`src/rtl/vtm_pkg.sv`:
```
package vtm_pkg;

    typedef struct packed {
        logic rate50;
        logic intl;
        logic shortl;
    } vmode_t;

    function automatic logic in_win(input int v, input int lo, input int hi);
        return (v >= lo) && (v <= hi);
    endfunction

endpackage

```
`src/rtl/vtm_sync_edge.sv`:
```
module vtm_sync_edge #(
    parameter int STAGES = 2
) (
    input  logic clk,
    input  logic rst,
    input  logic din,
    output logic rise
);
    logic [STAGES-1:0] sh;
    logic              last;

    generate
        if (STAGES == 1) begin : g_one
            always_ff @(posedge clk) begin
                if (rst) sh <= '0;
                else     sh <= din;
            end
        end else begin : g_chain
            always_ff @(posedge clk) begin
                if (rst) sh <= '0;
                else     sh <= {sh[STAGES-2:0], din};
            end
        end
    endgenerate

    always_ff @(posedge clk) begin
        if (rst) last <= 1'b0;
        else     last <= sh[STAGES-1];
    end

    assign rise = sh[STAGES-1] & ~last;
endmodule

```
`src/rtl/vtm_line_meter.sv`:
```
module vtm_line_meter import vtm_pkg::*; #(
    parameter int LINE_LONG  = 1368,
    parameter int LINE_SHORT = 1365,
    parameter int LINE_TOL   = 2,
    parameter int HCNT_W     = 12
) (
    input  logic              clk,
    input  logic              rst,
    input  logic              hs_rise,
    output logic [HCNT_W-1:0] hcnt,
    output logic              line_done,
    output logic              line_ok,
    output logic              line_short
);
    localparam int SPLIT = (LINE_SHORT + LINE_LONG + 1) / 2;

    logic          have_line;
    logic [HCNT_W:0] period;
    logic          short_hit, long_hit;

    assign period    = {1'b0, hcnt} + 1'b1;
    assign short_hit = in_win(32'(period), LINE_SHORT - LINE_TOL, SPLIT - 1);
    assign long_hit  = in_win(32'(period), SPLIT, LINE_LONG + LINE_TOL);

    always_ff @(posedge clk) begin
        if (rst) begin
            hcnt       <= '0;
            have_line  <= 1'b0;
            line_done  <= 1'b0;
            line_ok    <= 1'b0;
            line_short <= 1'b0;
        end else begin
            line_done <= 1'b0;
            if (hs_rise) begin
                hcnt      <= '0;
                have_line <= 1'b1;
                if (have_line) begin
                    line_done  <= 1'b1;
                    line_ok    <= short_hit | long_hit;
                    line_short <= short_hit;
                end
            end else if (hcnt != '1) begin
                hcnt <= hcnt + 1'b1;
            end
        end
    end
endmodule

```
`src/rtl/vtm_field_meter.sv`:
```
module vtm_field_meter import vtm_pkg::*; #(
    parameter int LINES_50 = 313,
    parameter int LINES_60 = 262,
    parameter int HALF     = 683,
    parameter int MID_TOL  = 8,
    parameter int HCNT_W   = 12,
    parameter int LCNT_W   = 10
) (
    input  logic              clk,
    input  logic              rst,
    input  logic              hs_rise,
    input  logic              vs_rise,
    input  logic [HCNT_W-1:0] hcnt,
    input  logic              line_done,
    input  logic              line_ok,
    input  logic              line_short,
    output logic              fld_done,
    output logic              fld_good,
    output vmode_t            fld_sig,
    output logic              phase_mid
);
    logic              started, bad, cls_set, cls_short;
    logic [LCNT_W-1:0] lcnt, lcnt_nx;
    logic              bad_nx, cls_set_nx, cls_short_nx;
    logic              mid_now, is50, is60;
    vmode_t            sig_nx;

    always_comb begin
        lcnt_nx      = (hs_rise && lcnt != '1) ? lcnt + 1'b1 : lcnt;
        bad_nx       = bad | (line_done & (~line_ok | (cls_set & (line_short != cls_short))));
        cls_set_nx   = cls_set | (line_done & line_ok);
        cls_short_nx = cls_set ? cls_short : line_short;
        mid_now      = in_win(32'(hcnt), HALF - MID_TOL, HALF + MID_TOL);
        is50         = in_win(32'(lcnt_nx), LINES_50 - 1, LINES_50 + 1);
        is60         = in_win(32'(lcnt_nx), LINES_60 - 1, LINES_60 + 1);
        sig_nx.rate50 = is50;
        sig_nx.intl   = mid_now ^ phase_mid;
        sig_nx.shortl = cls_short_nx;
    end

    always_ff @(posedge clk) begin
        if (rst) begin
            started   <= 1'b0;
            bad       <= 1'b0;
            cls_set   <= 1'b0;
            cls_short <= 1'b0;
            lcnt      <= '0;
            fld_done  <= 1'b0;
            fld_good  <= 1'b0;
            fld_sig   <= '0;
            phase_mid <= 1'b0;
        end else begin
            fld_done <= 1'b0;
            if (vs_rise) begin
                started   <= 1'b1;
                phase_mid <= mid_now;
                fld_done  <= started;
                fld_good  <= started & ~bad_nx & cls_set_nx & (is50 | is60);
                fld_sig   <= sig_nx;
                lcnt      <= '0;
                bad       <= 1'b0;
                cls_set   <= 1'b0;
                cls_short <= 1'b0;
            end else begin
                lcnt      <= lcnt_nx;
                bad       <= bad_nx;
                cls_set   <= cls_set_nx;
                cls_short <= cls_short_nx;
            end
        end
    end
endmodule

```
`src/rtl/vtm_classifier.sv`:
```
module vtm_classifier import vtm_pkg::*; #(
    parameter int LINE_LONG   = 1368,
    parameter int LINE_SHORT  = 1365,
    parameter int LINE_TOL    = 2,
    parameter int LINES_50    = 313,
    parameter int LINES_60    = 262,
    parameter int MID_TOL     = 8,
    parameter int SYNC_STAGES = 2
) (
    input  logic       clk,
    input  logic       rst,
    input  logic       hsync_in,
    input  logic       vsync_in,
    output logic [2:0] mode_code,
    output logic       mode_valid,
    output logic       fmt_576,
    output logic       field_odd,
    output logic       mode_chg
);
    localparam int HALF   = (LINE_SHORT + LINE_LONG) / 4;
    localparam int HCNT_W = $clog2(LINE_LONG + LINE_TOL + 1) + 1;
    localparam int LCNT_W = $clog2(LINES_50 + 2) + 1;

    logic              hs_rise, vs_rise;
    logic [HCNT_W-1:0] hcnt;
    logic              line_done, line_ok, line_short;
    logic              fld_done, fld_good, phase_mid;
    vmode_t            fld_sig;

    vmode_t            mode_q, prev_sig;
    logic              valid_q, chg_q, prev_good;

    vtm_sync_edge #(.STAGES(SYNC_STAGES)) u_hs (
        .clk(clk), .rst(rst), .din(hsync_in), .rise(hs_rise));
    vtm_sync_edge #(.STAGES(SYNC_STAGES)) u_vs (
        .clk(clk), .rst(rst), .din(vsync_in), .rise(vs_rise));

    vtm_line_meter #(
        .LINE_LONG(LINE_LONG), .LINE_SHORT(LINE_SHORT),
        .LINE_TOL(LINE_TOL), .HCNT_W(HCNT_W)
    ) u_line (
        .clk(clk), .rst(rst), .hs_rise(hs_rise), .hcnt(hcnt),
        .line_done(line_done), .line_ok(line_ok), .line_short(line_short));

    vtm_field_meter #(
        .LINES_50(LINES_50), .LINES_60(LINES_60), .HALF(HALF),
        .MID_TOL(MID_TOL), .HCNT_W(HCNT_W), .LCNT_W(LCNT_W)
    ) u_field (
        .clk(clk), .rst(rst), .hs_rise(hs_rise), .vs_rise(vs_rise),
        .hcnt(hcnt), .line_done(line_done), .line_ok(line_ok),
        .line_short(line_short), .fld_done(fld_done), .fld_good(fld_good),
        .fld_sig(fld_sig), .phase_mid(phase_mid));

    always_ff @(posedge clk) begin
        if (rst) begin
            mode_q    <= '0;
            valid_q   <= 1'b0;
            chg_q     <= 1'b0;
            prev_good <= 1'b0;
            prev_sig  <= '0;
        end else begin
            chg_q <= 1'b0;
            if (line_done && !line_ok) valid_q <= 1'b0;
            if (fld_done) begin
                prev_good <= fld_good;
                prev_sig  <= fld_sig;
                if (!fld_good) begin
                    valid_q <= 1'b0;
                end else if (prev_good && fld_sig == prev_sig &&
                             (!valid_q || fld_sig != mode_q)) begin
                    mode_q  <= fld_sig;
                    valid_q <= 1'b1;
                    chg_q   <= 1'b1;
                end
            end
        end
    end

    assign mode_code  = mode_q;
    assign mode_valid = valid_q;
    assign mode_chg   = chg_q;
    assign fmt_576    = valid_q & mode_q.rate50;
    assign field_odd  = phase_mid;
endmodule

```
`config.mk`:
```
export PLATFORM = sky130hd
export DESIGN_NAME = vtm_classifier
export DESIGN_NICKNAME = d
export VERILOG_FILES = /design/src/rtl/vtm_pkg.sv /design/src/rtl/vtm_sync_edge.sv /design/src/rtl/vtm_line_meter.sv /design/src/rtl/vtm_field_meter.sv /design/src/rtl/vtm_classifier.sv
export SDC_FILE = /design/constraint.sdc
export NUM_CORES = 1
export LEC_CHECK = 0
export BUFFER_PORTS_ARGS = -buffer_cell sky130_fd_sc_hd__buf_2
export CORE_UTILIZATION = 30
export DETAILED_ROUTE_END_ITERATION = 10
export GPL_TIMING_DRIVEN = 0
export PLACE_DENSITY_LB_ADDON = 0.25
export SLEW_MARGIN = 20
export SYNTH_ARGS = -nofsm -noshare
export SYNTH_HDL_FRONTEND = slang
export SYNTH_SLANG_ARGS = --single-unit
```
`constraint.sdc`:
```
create_clock -name clk -period 2.9 [get_ports clk]
set_input_delay 0.145 -clock clk [delete_from_list [all_inputs] [get_ports clk]]
set_output_delay 0.145 -clock clk [all_outputs]
set_load 0.03 [all_outputs]
```
==> results of run 1 <==
layer usage:
| layer | vias up | wire length [microns] |
|---|---|---|
| met2 | 27 | 2550 |
| met4 | 0 | 70 |
| met1 | 1013 | 2880 |
| li1 | 1133 | - |
| met5 | - | 0 |
| met3 | 5 | 146 |
placed cells by master (no fill, tap or decap), drive strengths merged, types with 6 or more instances in the layout:
master / netlist / routed
clkbuf: 12 / 18
xor2: 8 / 8
xnor2: 17 / 17
nand3: 17 / 17
dfxtp: 51 / 51
nand2b: 6 / 6
or3: 6 / 6
o21ai: 12 / 12
nor2: 43 / 43
nor3: 6 / 6
and3: 6 / 6
buf: 7 / 16
inv: 7 / 7
mux2i: 13 / 13
nand4: 7 / 7
nand2: 20 / 20
nor2b: 8 / 8
a21oi: 24 / 24
flip-flops by register name, summed over array words and instances, names as in the netlist, 2 cells and up:
| signal | cells |
|---|---|
| mode_code | 3 |
| prev_sig | 3 |
| u_field.fld_sig | 3 |
| u_field.lcnt | 10 |
| u_hs.sh | 2 |
| u_line.hcnt | 12 |
| u_vs.sh | 2 |
kinds of logic after synthesis:
| logic type | after synthesis |
|---|---|
| AOI/OAI and AO/OA | 57 |
| xor gates and xnor gates | 25 |
| adders and majority gates | 4 |
| buffers and inverters | 26 |
| DFF | 51 |
| muxes | 13 |
| and+or+nand+nor | 140 |
path summary, 6_finish.rpt:
| path | from | end | cells past startpoint |
|---|---|---|---|
| min reg2reg | u_hs.sh[0]$_SDFF_PP0_ | u_hs.sh[1]$_SDFF_PP0_ | 1 |
| min | hsync_in | u_hs.sh[0]$_SDFF_PP0_ | 2 |
| max reg2reg | u_line.hcnt[1]$_SDFFE_PP0P_ | u_line.line_ok$_SDFFE_PP0P_ | 8 |
| max | u_line.hcnt[1]$_SDFFE_PP0P_ | u_line.line_ok$_SDFFE_PP0P_ | 8 |
power groups by stage:
stage          Sequential, mW  Clock, mW  Combinational (mW)
3_3_place_gp            0.737          0              0.0776
4_1_cts                 0.721      0.467              0.0793
6_report                0.721      0.444              0.0786
3_5_place_dp            0.737          0              0.0791
2_1_floorplan           0.734          0              0.0606
5_1_grt                 0.723      0.493              0.0904
area by class of cell:
type	count	area, sq um
fill	888	5450
inverter	7	26.3
clock inverter	2	16.3
sequential	51	1020
multi-input combinational	239	1510
tap	105	131
clock buffer	6	82.6
buffer	19	101
timing repair buffer	9	45.0
critical path: stages (launching register included):
cell,delay (ps)
dfxtp_1,460
ha_1,320
nand2_1,220
or3_1,390
a21oi_1,170
o32ai_1,180
or4_1,550
a21oi_1,150
o21ai_1,80
==> impl_results.md, run 1 <==
* Net switching power at between 0.3 and 0.4 mW
* Post-synthesis adder-cell area fraction at 1.90%
* Flops & latches, synth at 51
* Worst Hold Slack at ~64 ps
* Worst hold path type: primary input to flop
* Layout cells sized above 1 at 11.7%
* Avg Cell Area, Syn at 8.35 sq um
* Lkg Pwr at 1.00 nW
* Largest family of logic cells by synthesized area: simple AND/OR/NAND/NOR gates
* GP Congestion at 0.894
* Sequential Power Share at 58.0%
* Pwr Density at 424 nW/um^2
* Clk buf depth at 2
* Startpoint types: flop
* Post-Syn Instances at between 300 and 400
* Setup bufs post-CTS at 0
* Non-Filler Instances at 438
* Setup TNS at 0 ps
* M1 GR Usage at 17.6%
* Core area at 8380 sq um
* Ant. Diodes at 0
* RSZ-0062 raised after global routing: no
* FP Rows at 33
* First-pass GRT wire length at between 9000 and 10000 microns
* Initial antenna violation count at 0
* Routing usage on met2 at between 20% and 30%
* Slew @ Worst Pin at about 940 ps
* Pre-antenna DRT Iters at 4
* Die area at 9180 sq um
* Met3 usage at 2.61%
* Post-synthesis sequential area ratio at between 30% and 40%
* R2r setup slk at 280 ps
* Via density at 4.97
* # DRC at 0
* Initial drt markers at 61
* Placed Instance Area at 2820 sq um
* Dominant synthesized flop cell: dfxtp_1
* Clock Tree Root: clkbuf_8
* Worst EP arrival at 2820 ps
* Vias at 2178
* Routed len/inst at 12.9 microns
* Total CTS buffers at 5
* Req. time, crit path at just over 3000 ps
* Compound-Gate Fraction of Synth Area at 13.9%
* Tcrit/Tclk final at 90.3%
* Critical path type: flop to flop
* Dpl ws at 113 ps
* Clock slew at reported path FFs at 90 ps
* CTS tree: built
* Area share of and/or/nand/nor cells after synthesis at a little over a quarter
* I/O Pins at 11
* Final instance area at 2930 sq um
* GRT busiest layer: met2
* Achievable Freq at about 0.38 GHz
* Post-synth EDFFs at 0
* Die Y at 95.8 microns
* Port Buffers at 9
* Initial Util at 31.5%
* Relative slew margins at roughly 37%
* Clock power frac at 35.7%
* Hold_buf cts at 0
* Placed insts at 430
* Count leader, synth: dfxtp_1
* Switching share of power at 24.7%
* Area leader, netlist: dfxtp_1
* Status: finished clean
* Library cells used by synthesis at between 50 and 60
* Hold Vio Cnt, Final at 0
* Post-synthesis cell area at roughly 2600 sq um
* Tot GR Track Use at 13.6%
* CTS resizes at 0
* Setup-failing EPs final at 0
* H-Tree Level Count at 2
* Power share of the combinational group at 6.3%
* Setup ws final at 282 ps
* CP max FO at 7
* Clock tree sinks at a little over 50
* Largest net degree at the start of global routing at 17
* Nature of the critical path endpoint: flop
* Number of global-route vias before repair at 2003
* Internal at 0.937 mW
* Clk_skew at 3.93 ps
* Multiplexer area fraction after synthesis at under 10%
* Final ANT Viol Nets at 0
* Period minus WS final at 2620 ps
* Ys async rst share at 0%
* Max-cap violations at 0
* Synth cell count leaders: 51 x dfxtp_1, 43 x nor2_1, 24 x a21oi_1
* Fin util at 35.0%
* Synth warn at 0
* Die Wd at 95.8 microns
* Xor/xnor share of the synthesized area at 8.29%
* Final wirelength at 5650 microns
* Pins Over Slew Limit at 0
* Peak supply drop at 175 uV
* Dpl hpwl at 4090 microns
* Share of the synthesized area in the top cell type at 38.7%
* Synth area leaders: dfxtp_1 39%, nor2_1 6.1%, xnor2_1 5.6%
* Area Growth Syn to Fin at 11.0%
* Total grt overflow at 0
* Syn Nets at 324
* Design Power at 1.24 mW
* Latest clock arrival within the worst-skew pair at 300 ps
* Nets at 340
No activity file was read; power rests on OpenSTA's default activity.
==> inputs of run 2 (changes only) <==
--- a/config.mk
+++ b/config.mk
@@ -13,4 +13,5 @@
 export SLEW_MARGIN = 20
 export SYNTH_ARGS = -nofsm -noshare
 export SYNTH_HDL_FRONTEND = slang
+export SYNTH_HIERARCHICAL = 1
 export SYNTH_SLANG_ARGS = --single-unit
==> run 2 against run 1 <==
Final cell count grew 14%. Fmax is 2.4% lower. Die area up 9.5%. Wire length up 14%. Critical path type unchanged. Largest cell class unchanged. Highest routed layer unchanged.
==> impl_results.md, run 2 <==
* Share of the synthesized area in the top cell type at 35.2% (was 38.7%)
* Nets at 376 (was 340)
* Clk buf depth at 2 (unchanged)
* First-pass GRT wire length at 10700 microns (was 9640 microns)
* Post-synthesis cell area at 2900 sq um (was 2640 sq um)
* Syn Nets at 359 (was 324)
* Slew @ Worst Pin at 544 ps (was 943 ps)
* Tot GR Track Use at 13.2% (was 13.6%)
* Ant. Diodes at 0 (unchanged)
* FP Rows at 35 (was 33)
* Die Wd at 100 microns (was 95.8 microns)
* Relative slew margins at 63.2% (was 36.5%)
* Setup-failing EPs final at 0 (unchanged)
* Setup TNS at 0 ps (unchanged)
* I/O Pins at 11 (unchanged)
* RSZ-0062 raised after global routing: no (unchanged)
* Avg Cell Area, Syn at 8.25 sq um (was 8.35 sq um)
* Post-synthesis sequential area ratio at 35.2% (was 38.7%)
* Clock slew at reported path FFs at 100 ps (was 90 ps)
* Pre-antenna DRT Iters at 4 (unchanged)
* Via density at 5.07 (was 4.97)
* Area leader, netlist: dfxtp_1 (unchanged)
* Setup bufs post-CTS at 0 (unchanged)
* Synth area leaders: dfxtp_1 35%, nor2_1 4.9%, mux2i_1 4.5% (was dfxtp_1 39%, nor2_1 6.1%, xnor2_1 5.6%)
* CTS tree: built (unchanged)
* Routed len/inst at 12.9 microns (about the same)
* Clk_skew at 16.2 ps (was 3.93 ps)
* Die Y at 100 microns (was 95.8 microns)
* Critical path type: flop to flop (unchanged)
* Hold Vio Cnt, Final at 0 (unchanged)
* Worst hold path type: primary input to flop (unchanged)
* Non-Filler Instances at 498 (was 438)
* Total CTS buffers at 5 (unchanged)
* Dpl hpwl at 4630 microns (was 4090 microns)
* Tcrit/Tclk final at 92.5% (was 90.3%)
* Pins Over Slew Limit at 0 (unchanged)
* Synth warn at 6 (was 0)
* Area Growth Syn to Fin at 10.8% (was 11.0%)
* Dpl ws at 190 ps (was 113 ps)
* Post-Syn Instances at 351 (was 316)
* Placed insts at 490 (was 430)
* H-Tree Level Count at 2 (unchanged)
* Multi-input gate area at 1750 sq um (was 1510 sq um)
* Period minus WS final at 2680 ps (was 2620 ps)
* Final ANT Viol Nets at 0 (unchanged)
* Top flop regs: u_line/hcnt: 12 flops, u_field/lcnt: 10 flops (was u_line.hcnt: 12 flops, u_field.lcnt: 10 flops)
* Achievable Freq at 0.373 GHz (was 0.382 GHz)
* Setup ws final at 218 ps (was 282 ps)
* Initial drt markers at 177 (was 61)
* Initial Util at 31.2% (was 31.5%)
* Synth cell count leaders: 51 x dfxtp_1, 38 x nor2_1, 30 x nand2_1 (was 51 x dfxtp_1, 43 x nor2_1, 24 x a21oi_1)
* Commonest cells after routing, fill and taps aside: 51 x dfxtp_1, 38 x nor2_1, 30 x nand2_1 (was 51 x dfxtp_1, 43 x nor2_1, 24 x a21oi_1)
* Worst EP arrival at 2860 ps (was 2820 ps)
* Status: finished clean (unchanged)
* Library cells used by synthesis at 65 (was 54)
* Initial antenna violation count at 0 (unchanged)
* Largest net degree at the start of global routing at 19 (was 17)
* Layout cells sized above 1 at 14.9% (was 11.7%)
* Flops & latches, synth at 51 (unchanged)
* Fill cells at 993 (was 888)
* Startpoint types: flop (unchanged)
* CP max FO at 9 (was 7)
* Placed Instance Area at 3110 sq um (was 2820 sq um)
* Peak supply drop at 204 uV (was 175 uV)
* Req. time, crit path at 3080 ps (was 3100 ps)
* Vias at 2523 (was 2178)
* Clock tree sinks at 51 (unchanged)
* Number of global-route vias before repair at 2190 (was 2003)
* Latest clock arrival within the worst-skew pair at 310 ps (was 300 ps)
* GP Congestion at 0.865 (was 0.894)
* Port Buffers at 10 (was 9)
* Count leader, synth: dfxtp_1 (unchanged)
* Fin util at 34.6% (was 35.0%)
* Commonest non-fill, non-tap cell in the layout: dfxtp_1 (unchanged)
* Post-synth EDFFs at 0 (unchanged)
* Total grt overflow at 0 (unchanged)
* Largest Register: u_line/hcnt (was u_line.hcnt)
* Dominant synthesized flop cell: dfxtp_1 (unchanged)
* Reg area at 1020 sq um (unchanged)
* Clock Tree Root: clkbuf_8 (unchanged)
* Lkg Pwr at 1.10 nW (was 1.00 nW)
* Nature of the critical path endpoint: flop (unchanged)
* Max-cap violations at 0 (unchanged)
* Final instance area at 3210 sq um (was 2930 sq um)
* Die area at 10100 sq um (was 9180 sq um)
* Max FFs per register at 12 (unchanged)
* Pwr Density at 390 nW/um^2 (was 424 nW/um^2)
* Ys async rst share at 0% (unchanged)
* # DRC at 0 (unchanged)
* Final wirelength at 6440 microns (was 5650 microns)
* Core area at 9280 sq um (was 8380 sq um)
[run 2: cell types whose count changed after synthesis, sizes merged, moves of 5 or more]
cell / change
a31oi: +5
o21ai: +6
nand2: +11
xnor2: -5
nor3: +5
nor2: -5
and3: -5
[run 2: per-stage QoR]
step           power (mW)  hold WS [ps]
2_1_floorplan       0.804           217
3_3_place_gp        0.829           357
3_5_place_dp        0.829           362
4_1_cts              1.27          43.9
5_1_grt              1.32          74.6
6_report             1.25          55.0
[run 2: critical path, cell delays in order (launching register included)]
cell      delay, ps
dfxtp_1         500
ha_2            350
nand4_4         190
or3_1           440
a221o_1         360
o221ai_2        290
a21oi_1         100
o221ai_2        220
o41ai_2         100
[run 2: area by class of cell]
cell class / instances / share of cell area (%)
Multi-Input combinational cell: 269 / 54.4
Sequential cell: 51 / 31.8
Tap cell: 129 / 5.03
Buffer: 20 / 2.96
Clock buffer: 5 / 2.14
Timing Repair Buffer: 10 / 1.56
Inverter: 11 / 1.29
Clock inverter: 3 / 0.857
[run 2: path summary, 6_finish.rpt]
path / cells after the start / slack (ps) / start / endpoint
min: 2 / 60 / hsync_in / u_hs/sh[0]$_SDFF_PP0_
min reg2reg: 1 / 430 / u_vs/sh[0]$_SDFF_PP0_ / u_vs/sh[1]$_SDFF_PP0_
max: 8 / 220 / u_line/hcnt[1]$_SDFFE_PP0P_ / u_line/line_ok$_SDFFE_PP0P_
max reg2reg: 8 / 220 / u_line/hcnt[1]$_SDFFE_PP0P_ / u_line/line_ok$_SDFFE_PP0P_
[run 2: routing by layer]
metal	wire [microns]	GRT usage [%]	vias up	share of wire, %
met3	178	2.51	2	2.8
met4	29	3.01	0	0.45
li1	-	-	1291	-
met2	2940	20.8	36	46
met1	3290	18.6	1194	51
met5	0	0	-	0
[run 2: cell families after synthesis]
group,after synthesis,share of synthesized area [%]
AOI/OAI and AO/OA,76,17.5
buffers and inverters,31,4.71
muxes,16,5.79
adders and majority gates,4,1.73
DFF,51,35.2
and+or+nand+nor,154,29.3
xor gates and xnor gates,19,5.75
[run 2: power by group]
part	leakage, nW	internal (mW)	switching (mW)
clock network	0.0463	0.178	0.260
registers	0.413	0.711	0.0119
logic	0.637	0.0340	0.0586
total	1.10	0.923	0.330
[run 2: what timing repair did]
item                       4_1_cts  5_1_grt
setup endpoints to repair        0        2
resized for setup                0        2
hold buffers                     0        0
